`src/rtl/uart_irq_pkg.sv`:
```
package uart_irq_pkg;
  localparam int LIVE_W   = 14;
  localparam int STICKY_W = 13;

  // live status positions
  localparam int LS_RX_TRIG  = 0;
  localparam int LS_RX_EMPTY = 1;
  localparam int LS_RX_FULL  = 2;
  localparam int LS_TX_EMPTY = 3;
  localparam int LS_TX_FULL  = 4;
  localparam int LS_TX_TRIG  = 13;

  // sticky positions
  localparam int IS_RX_OVR  = 5;
  localparam int IS_FRAME   = 6;
  localparam int IS_PARITY  = 7;
  localparam int IS_TIMEOUT = 8;
  localparam int IS_MODEM   = 9;
  localparam int IS_TX_TRIG = 10;
  localparam int IS_TX_OVR  = 12;

  typedef enum logic [2:0] {
    A_MASK_SET = 3'd0,
    A_MASK_CLR = 3'd1,
    A_MASK     = 3'd2,
    A_STICKY   = 3'd3,
    A_RX_TRIG  = 3'd4,
    A_TX_TRIG  = 3'd5,
    A_LIVE     = 3'd6
  } reg_addr_e;
endpackage

```
`src/rtl/uart_live_status.sv`:
```
module uart_live_status import uart_irq_pkg::*; #(
  parameter int RX_DEPTH = 64,
  parameter int TX_DEPTH = 64,
  parameter int CNT_W    = 7
) (
  input  logic [CNT_W-1:0]  rx_count_i,
  input  logic [CNT_W-1:0]  tx_count_i,
  input  logic [CNT_W-1:0]  rx_trig_i,
  input  logic [CNT_W-1:0]  tx_trig_i,
  output logic [LIVE_W-1:0] live_o
);
  localparam logic [CNT_W-1:0] RX_FULL_CNT = CNT_W'(RX_DEPTH);
  localparam logic [CNT_W-1:0] TX_FULL_CNT = CNT_W'(TX_DEPTH);

  always_comb begin
    live_o              = '0;
    live_o[LS_RX_TRIG]  = (rx_count_i >= rx_trig_i);
    live_o[LS_RX_EMPTY] = (rx_count_i == '0);
    live_o[LS_RX_FULL]  = (rx_count_i == RX_FULL_CNT);
    live_o[LS_TX_EMPTY] = (tx_count_i == '0);
    live_o[LS_TX_FULL]  = (tx_count_i == TX_FULL_CNT);
    live_o[LS_TX_TRIG]  = (tx_count_i >= tx_trig_i);
  end
endmodule

```
`src/rtl/uart_mask_reg.sv`:
```
module uart_mask_reg #(
  parameter int W = 13
) (
  input  logic         clk_i,
  input  logic         rst_ni,
  input  logic         set_we_i,
  input  logic         clr_we_i,
  input  logic [W-1:0] wdata_i,
  output logic [W-1:0] mask_o
);
  always_ff @(posedge clk_i or negedge rst_ni) begin
    if (!rst_ni)       mask_o <= '0;
    else if (set_we_i) mask_o <= mask_o | wdata_i;
    else if (clr_we_i) mask_o <= mask_o & ~wdata_i;
  end
endmodule

```
`src/rtl/uart_sticky_reg.sv`:
```
module uart_sticky_reg #(
  parameter int W = 13
) (
  input  logic         clk_i,
  input  logic         rst_ni,
  input  logic [W-1:0] set_i,
  input  logic [W-1:0] clr_i,
  output logic [W-1:0] q_o
);
  for (genvar i = 0; i < W; i++) begin : g_bit
    // set has priority over clear
    always_ff @(posedge clk_i or negedge rst_ni) begin
      if (!rst_ni)       q_o[i] <= 1'b0;
      else if (set_i[i]) q_o[i] <= 1'b1;
      else if (clr_i[i]) q_o[i] <= 1'b0;
    end
  end
endmodule

```
`src/rtl/uart_irq_agg.sv`:
```
module uart_irq_agg import uart_irq_pkg::*; #(
  parameter int RX_DEPTH = 64,
  parameter int TX_DEPTH = 64,
  parameter int TRIG_RST = 32,
  parameter int DATA_W   = 32,
  localparam int CNT_W   = $clog2((RX_DEPTH > TX_DEPTH ? RX_DEPTH : TX_DEPTH) + 1)
) (
  input  logic              clk_i,
  input  logic              rst_ni,
  input  logic              reg_we_i,
  input  logic [2:0]        reg_addr_i,
  input  logic [DATA_W-1:0] reg_wdata_i,
  output logic [DATA_W-1:0] reg_rdata_o,
  input  logic [CNT_W-1:0]  rx_count_i,
  input  logic [CNT_W-1:0]  tx_count_i,
  input  logic              ev_rx_ovr_i,
  input  logic              ev_frame_i,
  input  logic              ev_parity_i,
  input  logic              ev_timeout_i,
  input  logic              ev_modem_i,
  input  logic              ev_tx_ovr_i,
  output logic              irq_o
);
  logic [CNT_W-1:0]    rx_trig_q, tx_trig_q;
  logic [LIVE_W-1:0]   live_stat;
  logic [STICKY_W-1:0] sticky_q, sticky_set, sticky_clr, mask_q;
  logic                unused_wdata;

  assign unused_wdata = ^reg_wdata_i;

  always_ff @(posedge clk_i or negedge rst_ni) begin
    if (!rst_ni) begin
      rx_trig_q <= CNT_W'(TRIG_RST);
      tx_trig_q <= CNT_W'(TRIG_RST);
    end else if (reg_we_i) begin
      if (reg_addr_i == A_RX_TRIG) rx_trig_q <= reg_wdata_i[CNT_W-1:0];
      if (reg_addr_i == A_TX_TRIG) tx_trig_q <= reg_wdata_i[CNT_W-1:0];
    end
  end

  uart_live_status #(
    .RX_DEPTH(RX_DEPTH), .TX_DEPTH(TX_DEPTH), .CNT_W(CNT_W)
  ) i_live (
    .rx_count_i(rx_count_i),
    .tx_count_i(tx_count_i),
    .rx_trig_i (rx_trig_q),
    .tx_trig_i (tx_trig_q),
    .live_o    (live_stat)
  );

  always_comb begin
    sticky_set             = '0;
    sticky_set[4:0]        = live_stat[4:0];
    sticky_set[IS_TX_TRIG] = live_stat[LS_TX_TRIG];
    sticky_set[IS_RX_OVR]  = ev_rx_ovr_i;
    sticky_set[IS_FRAME]   = ev_frame_i;
    sticky_set[IS_PARITY]  = ev_parity_i;
    sticky_set[IS_TIMEOUT] = ev_timeout_i;
    sticky_set[IS_MODEM]   = ev_modem_i;
    sticky_set[IS_TX_OVR]  = ev_tx_ovr_i;
  end

  assign sticky_clr = (reg_we_i && reg_addr_i == A_STICKY) ?
                      reg_wdata_i[STICKY_W-1:0] : '0;

  uart_sticky_reg #(.W(STICKY_W)) i_sticky (
    .clk_i (clk_i),
    .rst_ni(rst_ni),
    .set_i (sticky_set),
    .clr_i (sticky_clr),
    .q_o   (sticky_q)
  );

  uart_mask_reg #(.W(STICKY_W)) i_mask (
    .clk_i   (clk_i),
    .rst_ni  (rst_ni),
    .set_we_i(reg_we_i && reg_addr_i == A_MASK_SET),
    .clr_we_i(reg_we_i && reg_addr_i == A_MASK_CLR),
    .wdata_i (reg_wdata_i[STICKY_W-1:0]),
    .mask_o  (mask_q)
  );

  assign irq_o = |(mask_q & sticky_q);

  always_comb begin
    reg_rdata_o = '0;
    case (reg_addr_i)
      A_MASK:    reg_rdata_o = DATA_W'(mask_q);
      A_STICKY:  reg_rdata_o = DATA_W'(sticky_q);
      A_RX_TRIG: reg_rdata_o = DATA_W'(rx_trig_q);
      A_TX_TRIG: reg_rdata_o = DATA_W'(tx_trig_q);
      A_LIVE:    reg_rdata_o = DATA_W'(live_stat);
      default:   reg_rdata_o = '0;
    endcase
  end
endmodule

```
`config.mk`:
```
export PLATFORM = sky130hd
export DESIGN_NAME = uart_irq_agg
export DESIGN_NICKNAME = d
export VERILOG_FILES = /design/src/rtl/uart_irq_pkg.sv /design/src/rtl/uart_live_status.sv /design/src/rtl/uart_mask_reg.sv /design/src/rtl/uart_sticky_reg.sv /design/src/rtl/uart_irq_agg.sv
export SDC_FILE = /design/constraint.sdc
export NUM_CORES = 1
export LEC_CHECK = 0
export BUFFER_PORTS_ARGS = -buffer_cell sky130_fd_sc_hd__buf_4
export CAP_MARGIN = 20
export CELL_PAD_IN_SITES_DETAIL_PLACEMENT = 1
export CELL_PAD_IN_SITES_GLOBAL_PLACEMENT = 1
export CORE_UTILIZATION = 40
export DETAILED_ROUTE_END_ITERATION = 7
export PLACE_DENSITY_LB_ADDON = 0.1
export SLEW_MARGIN = 20
export SYNTH_ARGS = -nofsm -noshare
export SYNTH_HDL_FRONTEND = slang
export SYNTH_SLANG_ARGS = --single-unit
```
`constraint.sdc`:
```
create_clock -name clk_i -period 4.62 [get_ports clk_i]
set_input_delay 0.462 -clock clk_i [delete_from_list [all_inputs] [get_ports clk_i]]
set_output_delay 0.462 -clock clk_i [all_outputs]
set_load 0.02 [all_outputs]
```
### Word-level counts from Yosys, hierarchy flattened

Index checks and enable logic that the tools add are counted.

* magnitude comparators: 2
* equality and inequality tests: 8
* multiplexer cells: 28
* bitwise logic cells: 4
* reductions and logical operators: 22

Operator list (count)
* $pmux W14 S5: 1
* $mux W13: 3
* $and A13 B13 Y13: 2
* $reduce_bool A2 Y1: 13
* $mux W1: 24
* $eq A7 B7 Y1 const B: 2
* $ge A7 B7 Y1: 2
* $logic_not A7 Y1: 2
* $not A13 Y13: 1
* $or A13 B13 Y13: 1
* $reduce_or A13 Y1: 1
* $eq A3 B3 Y1 const B: 3
* $eq A3 B2 Y1 const B: 2
* $reduce_and A2 Y1: 2
* $eq A3 B1 Y1 const B: 1
* $logic_and A1 B1 Y1: 3
* $logic_not A3 Y1: 1

* register bits after elaboration: 39
* input bits: 58
* output and inout port bits: 33
* word-level logic and storage cells: 79

### Logic depth before layout (Yosys ltp)

Gate-level depths: netlist (run 1).

* depth after elaboration: 5
* depth in mapped cells: 6
* mapped depth without buffers: 6

### Cells and area by module

A second synthesis (run 1) with hierarchy kept.

* cells, all modules: 285
* area total of the unflattened synthesis: 2876.5 um^2

By module, submodules not included
* uart_irq_agg: instances 1, cells each 141, area an instance 1425.1 um^2, seq. area each 352.8 um^2
* uart_mask_reg: instances 1, cells each 41, area an instance 504.2 um^2, seq. area each 325.3 um^2
* uart_live_status: instances 1, cells each 64, area an instance 475.5 um^2, seq. area each 0.0 um^2
* uart_sticky_reg: instances 1, cells each 39, area an instance 471.7 um^2, seq. area each 325.3 um^2

### Least setup slack after synthesis (run 1)

Ideal clock, no wire load.

* path type: in2out
* from: input port reg_addr_i[0]
* to: output port reg_rdata_o[11]
* arrival time: 1.556 ns
* data required time: 4.158 ns
* path slack: 2.602 ns
* stages on the path: 4
* path buffers: 3
* path through: buf_4 -> clkbuf_4 -> buf_1 -> nor3b_1

* longest elaborated chain between the ends: 2
* elaborated cells on any way between the ends: 6
* those cells by class: 5 x eq/ne; 1 x mux

Ends and longest elaborated chain
* start: declaration: line uart_irq_agg.sv:11 `input logic [2:0] reg_addr_i,`
* $eq A3 B3 Y1 / $eq A3 B2 Y1 (equally long branches): line uart_irq_agg.sv:87 `case (reg_addr_i)`
* $pmux W14 S5 *: line uart_irq_agg.sv:87
* end: declaration: line uart_irq_agg.sv:13 `output logic [DATA_W-1:0] reg_rdata_o,`

Every way passes the cells marked *; elsewhere a longest branch is shown, timed or not.

### Worst setup path after layout (run 1)

* from: register tx_trig_q[5]
* to: output port reg_rdata_o[13]

* longest elaborated chain between the ends: 2

Ends and longest elaborated chain
* start: declaration: line uart_irq_agg.sv:24 `logic [CNT_W-1:0] rx_trig_q, tx_trig_q;`
* start signal: assignment: line uart_irq_agg.sv:34 `tx_trig_q <= CNT_W'(TRIG_RST);`
* start signal: assignment: line uart_irq_agg.sv:37 `if (reg_addr_i == A_TX_TRIG) tx_trig_q <= reg_wdata_i[CNT_W-1:0];`
* $ge A7 B7 Y1: line uart_live_status.sv:22 `live_o[LS_TX_TRIG] = (tx_count_i >= tx_trig_i);`
* $pmux W14 S5: line uart_irq_agg.sv:87

Every way passes these cells.

==> results of run 1 <==
[layout by cell type (no fill, tap or decap), drive strengths merged]
cell type and n:
inv 15, nor2 8, a31oi 3, conb 18
and4 1, a221o 4, nor4 2, mux2 16
nor2b 5, nand2 52, and2 1, bufinv 1
dfrtp 37, o22ai 2, ha 14, nand4 1
dfstp 2, a22o 4, nor3b 2, a22oi 5
a21o 9, and3b 2, and4b 1, a221oi 7
buf 53, clkbuf 6, nand3 5, clkinv 1
nand2b 2, mux2i 5, nand3b 1, o21ai 16
a21oi 10
[kinds of logic (layout without fill, tap and decap cells)]
| family | Yosys count | after routing | share of synthesized area, % |
|---|---|---|---|
| and+or+nand+nor | 83 | 83 | 16.48 |
| muxes | 21 | 21 | 11.08 |
| DFF | 39 | 39 | 38.35 |
| buffers and inverters | 44 | 76 | 11.08 |
| adders and majority gates | 14 | 14 | 6.866 |
| AOI/OAI and AO/OA | 60 | 60 | 15.99 |
| other | 1 | 18 | 0.1470 |
[worst min-delay path by stage]
stage	to	slack, ps	cells past startpoint
after detailed placement	async pin	470	1
after CTS	async pin	150	1
after global placement	flip-flop	460	2
after floorplan	async pin	170	0
final	async pin	130	1
after global routing	async pin	170	1
[stage by stage]
stage | cells | worst slack, ps | hold slack (ps) | utilization (%)
6_report | 386 | 2112 | 131.9 | 49.75
5_1_grt | 386 | 2008 | 169.3 | 49.75
4_1_cts | 386 | 2090 | 153.6 | 49.75
3_5_place_dp | 378 | 2392 | 466.6 | 47.80
3_3_place_gp | 378 | 2416 | 461.1 | 47.80
2_1_floorplan | 279 | 2602 | 166.4 | -
[layout make-up]
| type | count | area, sq um | area share [%] |
|---|---|---|---|
| Tap cell | 75 | 93.84 | 3.130 |
| Multi-Input combinational cell | 196 | 1354 | 45.16 |
| Sequential cell | 39 | 978.4 | 32.64 |
| Clock buffer | 6 | 82.58 | 2.755 |
| Timing Repair Buffer | 53 | 397.9 | 13.27 |
| Inverter | 15 | 56.30 | 1.878 |
| Clock inverter | 2 | 35.03 | 1.169 |
[power groups by stage]
stage                     sequential, W  combinational (W)  clock (W)
after CTS                      0.000450           0.000302   0.000304
after global routing           0.000459           0.000332   0.000317
final                          0.000451           0.000298   0.000298
after global placement         0.000455           0.000290          0
after floorplan                0.000438           0.000220          0
after detailed placement       0.000457           0.000300          0
[per-layer routing]
layer	vias up	global-route usage (%)
met3	10	3.667
met5	-	0
met4	0	6.842
met2	52	34.21
li1	981	-
met1	985	28.31
[worst max-delay path, cell delays in order, from the launching register on]
cell and delay (ps):
dfstp_2 560, inv_1 50, ha_1 300, and4_1 210, a221oi_1 340, a21oi_1 120
buf_4 170
==> summary.txt, run 1 <==
STA
  – Relative slew slack: a little under a third
  – Tmin final: 2508 ps
  – Final Hold Viols: 0
  – Setup violators final: 0
  – Setup TNS: 0 ps
  – Final period util: 54.28%
  – Clock skew: 4.141 ps
  – Highest Clock Rate: ~400 MHz
  – Final Max Slew Viols: 0
  – RSZ-0062 raised after global routing: false
  – Slew at the pin closest to its max-slew limit: 1023 ps

Route
  – Drt pass-1 iters: 4
  – Routed via count: between 2000 and 2500
  – Final ANT Viol Nets: 0
  – 1st-iter DRT viols: 65
  – Max Used Layer: met4
  – DRT met1 WL: around 3100 um
  – DRC Markers: 0
  – Vias per inst: approximately 5.3
  – Met3 WL: ~240 um
  – Drt wl/cell: ~17 um
  – Met2 wire length: 2911 um
  – Routed wire length: 6429 um

Placed design
  – HPWL reported at the end of detailed placement: ~5000 um
  – Placed cell area: between 2000 and 3000 sq um
  – I/O Buffers: between 50 and 60
  – RD Place Congestion: 0.8028

Die
  – Full die area: around 6700 sq um
  – Initial core utilization: roughly 42%
  – Core Box Area: 6026 sq um
  – I/O Pins: just over 90
  – Die X: between 80 and 90 um
  – DIE HEIGHT: 81.86 um
  – Site row count: 28

Clocking
  – Cts repair resizes: 0
  – Clk_lat worst skew: 290 ps
  – Bufs on Longest Clock Path: 2
  – Clock Pin Slew Worst Setup and Hold Paths: 80 ps
  – H-tree depth: 2
  – CTS buffer count: 5
  – Post-CTS Hold Buffers: 0
  – CTS tree: done
  – Root buf cell: clkbuf_8
  – CTS sink count: 39
  – Post-CTS setup buffers: 0

Final layout
  – P&R area growth vs syn: 17.51%
  – Design Area, Final: between 2000 and 3000 sq um
  – Share of cells above drive strength 1: a little over a quarter
  – Layout fillers: between 700 and 800
  – Antenna Cells: 0
  – Total Nets Final: 382

Setup path
  – R2r setup slk: roughly 2800 ps
  – Reg2reg path depth: 5
  – Startpoint types: flip-flop
  – R2R Path Start: tx_trig_q[5]
  – Crit. End Element: output pin
  – WS Path Type: reg -> out
  – Critical Path Fanout Max: 3
  – WP data arrival: approximately 2100 ps
  – Worst endpoint required time: approximately 4200 ps
  – Crit path capture: reg_rdata_o[13]
  – Worst R2R End: i_sticky.q_o[10]
  – CP startpoint: tx_trig_q[5]

GRT
  – First-pass GRT wire length: 10360 um
  – Initial antenna violation count: 0
  – Grt total ovfl: 0
  – Number of global-route vias before repair: approximately 2100
  – GRT Total Usage: between 20% and 30%
  – Largest net degree at the start of global routing: 40

Logic synthesis
  – Warnings, synthesis: 0
  – Top-count cell post-synth: nand2_1
  – Netlist cell types: 42
  – Most frequent cells after synthesis: nand2_1 (52), dfrtp_1 (37), buf_4 (21), inv_1 (15)
  – Avg Cell Area, Syn: 9.737 sq um
  – Post-synth top flop: dfrtp_1
  – Seq/Total Area, Yosys: a little under two fifths
  – Cells after synthesis: roughly 260
  – Async S/R FF share, synth: between 90% and 100%
  – Yosys reg bits: 39
  – Leading area contributor after synthesis: dfrtp_1
  – Synth Cell Area: approximately 2600 sq um
  – Post-synth EDFFs: 0
  – Synth top area share: a little over a third
  – Synth area leaders: dfrtp_1 (36%), mux2_4 (8.2%), nand2_1 (7.7%)

Status
  – Outcome: finished, final reports clean

Flow run
  – Max cap viols: 0

Power
  – Clock network power share: between 20% and 30%
  – Total Power: 0.001046 W
  – Sequential power share: between 40 and 50%
  – Combinational fraction of design power: roughly 28%
  – Sw frac: between 30 and 40%
  – Power density cells: 348.9 nW/um^2
  – VDD IR max: 0.0001496 V
  – Static Leak: 1.470 nW
  – NetSw: 0.0003249 W
  – Int Power: just over 0.0007 W

Min path
  – Hold Crit Class: in -> async
(Power assumes the default switching activity.)
==> run 2: changes to the inputs <==
ABC_AREA = 1   (was default)
CORE_UTILIZATION = 35   (was 40)
clock period = 2.62 ns   (was 4.62 ns; I/O delays follow)
==> run 2 against run 1 <==
  * Synthesized cell count grew 29%
  * Combinational power rose by 60%
  * Cell area is 0.33% lower
  * Power grew 57%
  * Wire length up 6.9%
==> summary.txt, run 2 <==
Power
  – VDD IR max: 0.0002962 V
  – Static Leak: between 1.5 and 2 nW
  – Power density cells: 548.9 nW/um^2

Clocking
  – Root buf cell: clkbuf_8
  – CTS buffer count: 5
  – CTS sink count: 39
  – H-tree depth: 2
  – Clk_lat worst skew: 300 ps
  – Clock Pin Slew Worst Setup and Hold Paths: roughly 80 ps
  – CTS tree: done
  – Bufs on Longest Clock Path: 2
  – Post-CTS setup buffers: 0

STA
  – Relative slew slack: 60.26%
  – RSZ-0062 raised after global routing: false
  – Highest Clock Rate: between 400 and 500 MHz
  – Clock skew: between 5 and 6 ps
  – Setup violators final: 0
  – Tmin final: between 2000 and 2500 ps
  – Final period util: 80.76%
  – Slew at the pin closest to its max-slew limit: just under 600 ps
  – Final Max Slew Viols: 0
  – Setup TNS: 0 ps
  – Final Hold Viols: 0

GRT
  – Grt total ovfl: 0
  – Initial antenna violation count: 0
  – GRT Total Usage: 20.61%
  – Number of global-route vias before repair: about 2400
  – First-pass GRT wire length: roughly 12000 um
  – Largest net degree at the start of global routing: 40

Min path
  – Hold Path Stages: 3
  – WHS Endpoint: i_sticky.q_o[6]
  – Hold Crit Class: in -> reg
  – Hold Crit Start: ev_frame_i

Logic synthesis
  – Yosys reg bits: 39
  – Netlist cell types: 26
  – Warnings, synthesis: 0
  – Cells after synthesis: between 300 and 400
  – Post-synth top flop: dfrtp_1
  – Synth area leaders: dfrtp_1 (37%), nand2_1 (13%), o21ai_0 (9.3%)
  – Top-count cell post-synth: nand2_1
  – Post-synth EDFFs: 0
  – Leading area contributor after synthesis: dfrtp_1
  – Most frequent cells after synthesis: nand2_1 (86), inv_1 (53), o21ai_0 (46), dfrtp_1 (37), nor2_1 (19)
  – Seq/Total Area, Yosys: 39.38%
  – Synth Cell Area: around 2500 sq um
  – Avg Cell Area, Syn: 7.330 sq um
  – Async S/R FF share, synth: 100.0%
  – Synth top area share: a little under two fifths

Setup path
  – CP startpoint: tx_trig_q[5]
  – R2r setup slk: between 1000 and 1500 ps
  – R2R Path Start: tx_trig_q[5]
  – WP data arrival: between 1500 and 2000 ps
  – Critical Path Fanout Max: 3
  – Startpoint types: flip-flop
  – Reg2reg path depth: 6
  – Worst endpoint required time: between 2000 and 2500 ps
  – WS Path Type: reg -> out
  – Worst R2R End: i_sticky.q_o[10]
  – Crit. End Element: output pin

Die
  – Die X: roughly 86 um
  – DIE HEIGHT: 86.26 um
  – Core Box Area: 6832 sq um
  – Site row count: 30
  – I/O Pins: slightly above 90
  – Full die area: about 7400 sq um
  – Initial core utilization: roughly 36%

Final layout
  – Antenna Cells: 0
  – Flip-flop and latch area: between 900 and 1000 sq um
  – Multi-input logic area: approximately 1200 sq um
  – Layout fillers: between 800 and 900
  – Design Area, Final: 2988 sq um
  – P&R area growth vs syn: 20.24%
  – Share of cells above drive strength 1: 17.47%
  – Total Nets Final: around 470
  – Most frequent cells in the layout: nand2_1 (86), inv_1 (53), buf_4 (53)
  – Post-layout util: between 40% and 50%
  – Commonest non-fill, non-tap cell in the layout: nand2_1

Route
  – Drt pass-1 iters: 4
  – 1st-iter DRT viols: 150
  – Routed via count: around 2300
  – Final ANT Viol Nets: 0
  – Vias per inst: ~4.7
  – DRC Markers: 0
  – Routed wire length: around 7000 um
  – Drt wl/cell: between 10 and 15 um

Placed design
  – I/O Buffers: 53
  – Placed cell area: 2897 sq um
  – RD Place Congestion: around 0.75
  – HPWL reported at the end of detailed placement: approximately 5400 um

Status
  – Outcome: finished, final reports clean

Flow run
  – Max cap viols: 0
==> run 2: cell types whose count changed after synthesis, moves of 5 or more <==
cell / before / now
inv_1: 15 / 53
nand4_1: 1 / 9
a21oi_1: 10 / 5
a21o_1: 9 / 1
nand3_1: 4 / 15
o21ai_0: 3 / 46
nor2_1: 8 / 19
a221oi_1: 7 / 0
mux2i_1: 5 / 0
nand2_1: 52 / 86
mux2_4: 14 / 0
==> run 2: worst max-delay path, stage by stage (launching register included) <==
cell and delay (ps):
dfstp_2 550, inv_1 40, ha_1 260, nand2_1 100, inv_1 60, a21oi_1 200
nand3_1 100, nand2_1 70, inv_1 40, buf_4 140
==> run 2: worst max-delay path by stage <==
stage,end,depth (start not counted),slack [ps]
after floorplan,reg_rdata_o[13],8,1040
after global routing,reg_rdata_o[13],9,360
final,reg_rdata_o[13],9,500
after detailed placement,reg_rdata_o[13],9,810
after global placement,reg_rdata_o[13],9,850
after CTS,reg_rdata_o[13],9,480
==> run 2: stage by stage <==
stage | total power [W] | std cells | hold WS (ps) | setup slack, ps
3_3_place_gp | 0.001237 | 482 | 279.3 | 852.6
2_1_floorplan | 0.001082 | 356 | -33.59 | 1041
3_5_place_dp | 0.001260 | 482 | 274.4 | 811.8
4_1_cts | 0.001669 | 491 | 138.5 | 476.9
5_1_grt | 0.001774 | 491 | 146.3 | 358.4
6_report | 0.001640 | 491 | 149.1 | 504.2
==> run 2: per-layer routing <==
metal  vias to the layer above  track usage (%)  share of wire, %
li1                       1159                -                 -
met1                      1085            25.15                45
met2                        43            37.88                52
met3                         7            3.238               2.9
met4                         0            5.000              0.83
met5                         -                0                 0
==> run 2: repair_timing <==
| item | in CTS | in global routing |
|---|---|---|
| hold buffers | 1 | 0 |
| endpoints found under the setup margin | 0 | 0 |
| hold endpoints to repair | 37 | 0 |
| gates resized for setup | 0 | 0 |
==> run 2: cell families after synthesis <==
family	count (synthesis)	synth area share, %
buffers and inverters	80	15.46
flip-flops	39	39.38
AND/OR/NAND/NOR	135	23.01
other	1	0.1509
adder cells (fa/ha/maj)	14	7.049
AO/OA/AOI/OAI	70	14.95
==> run 2: layout make-up <==
| type | instances | share of cell area [%] |
|---|---|---|
| well taps | 96 | 4.020 |
| flip-flops and latches | 39 | 32.75 |
| inverters | 57 | 7.161 |
| repair buffers | 54 | 13.65 |
| clock buffers | 7 | 2.554 |
| clock inverters | 1 | 0.1675 |
| multi-input cells | 237 | 39.70 |
==> run 2: power by group <==
part	internal (W)	switching, W
combinational	0.000189	0.000288
sequential	0.000697	0.0000659
clock	0.000187	0.000214
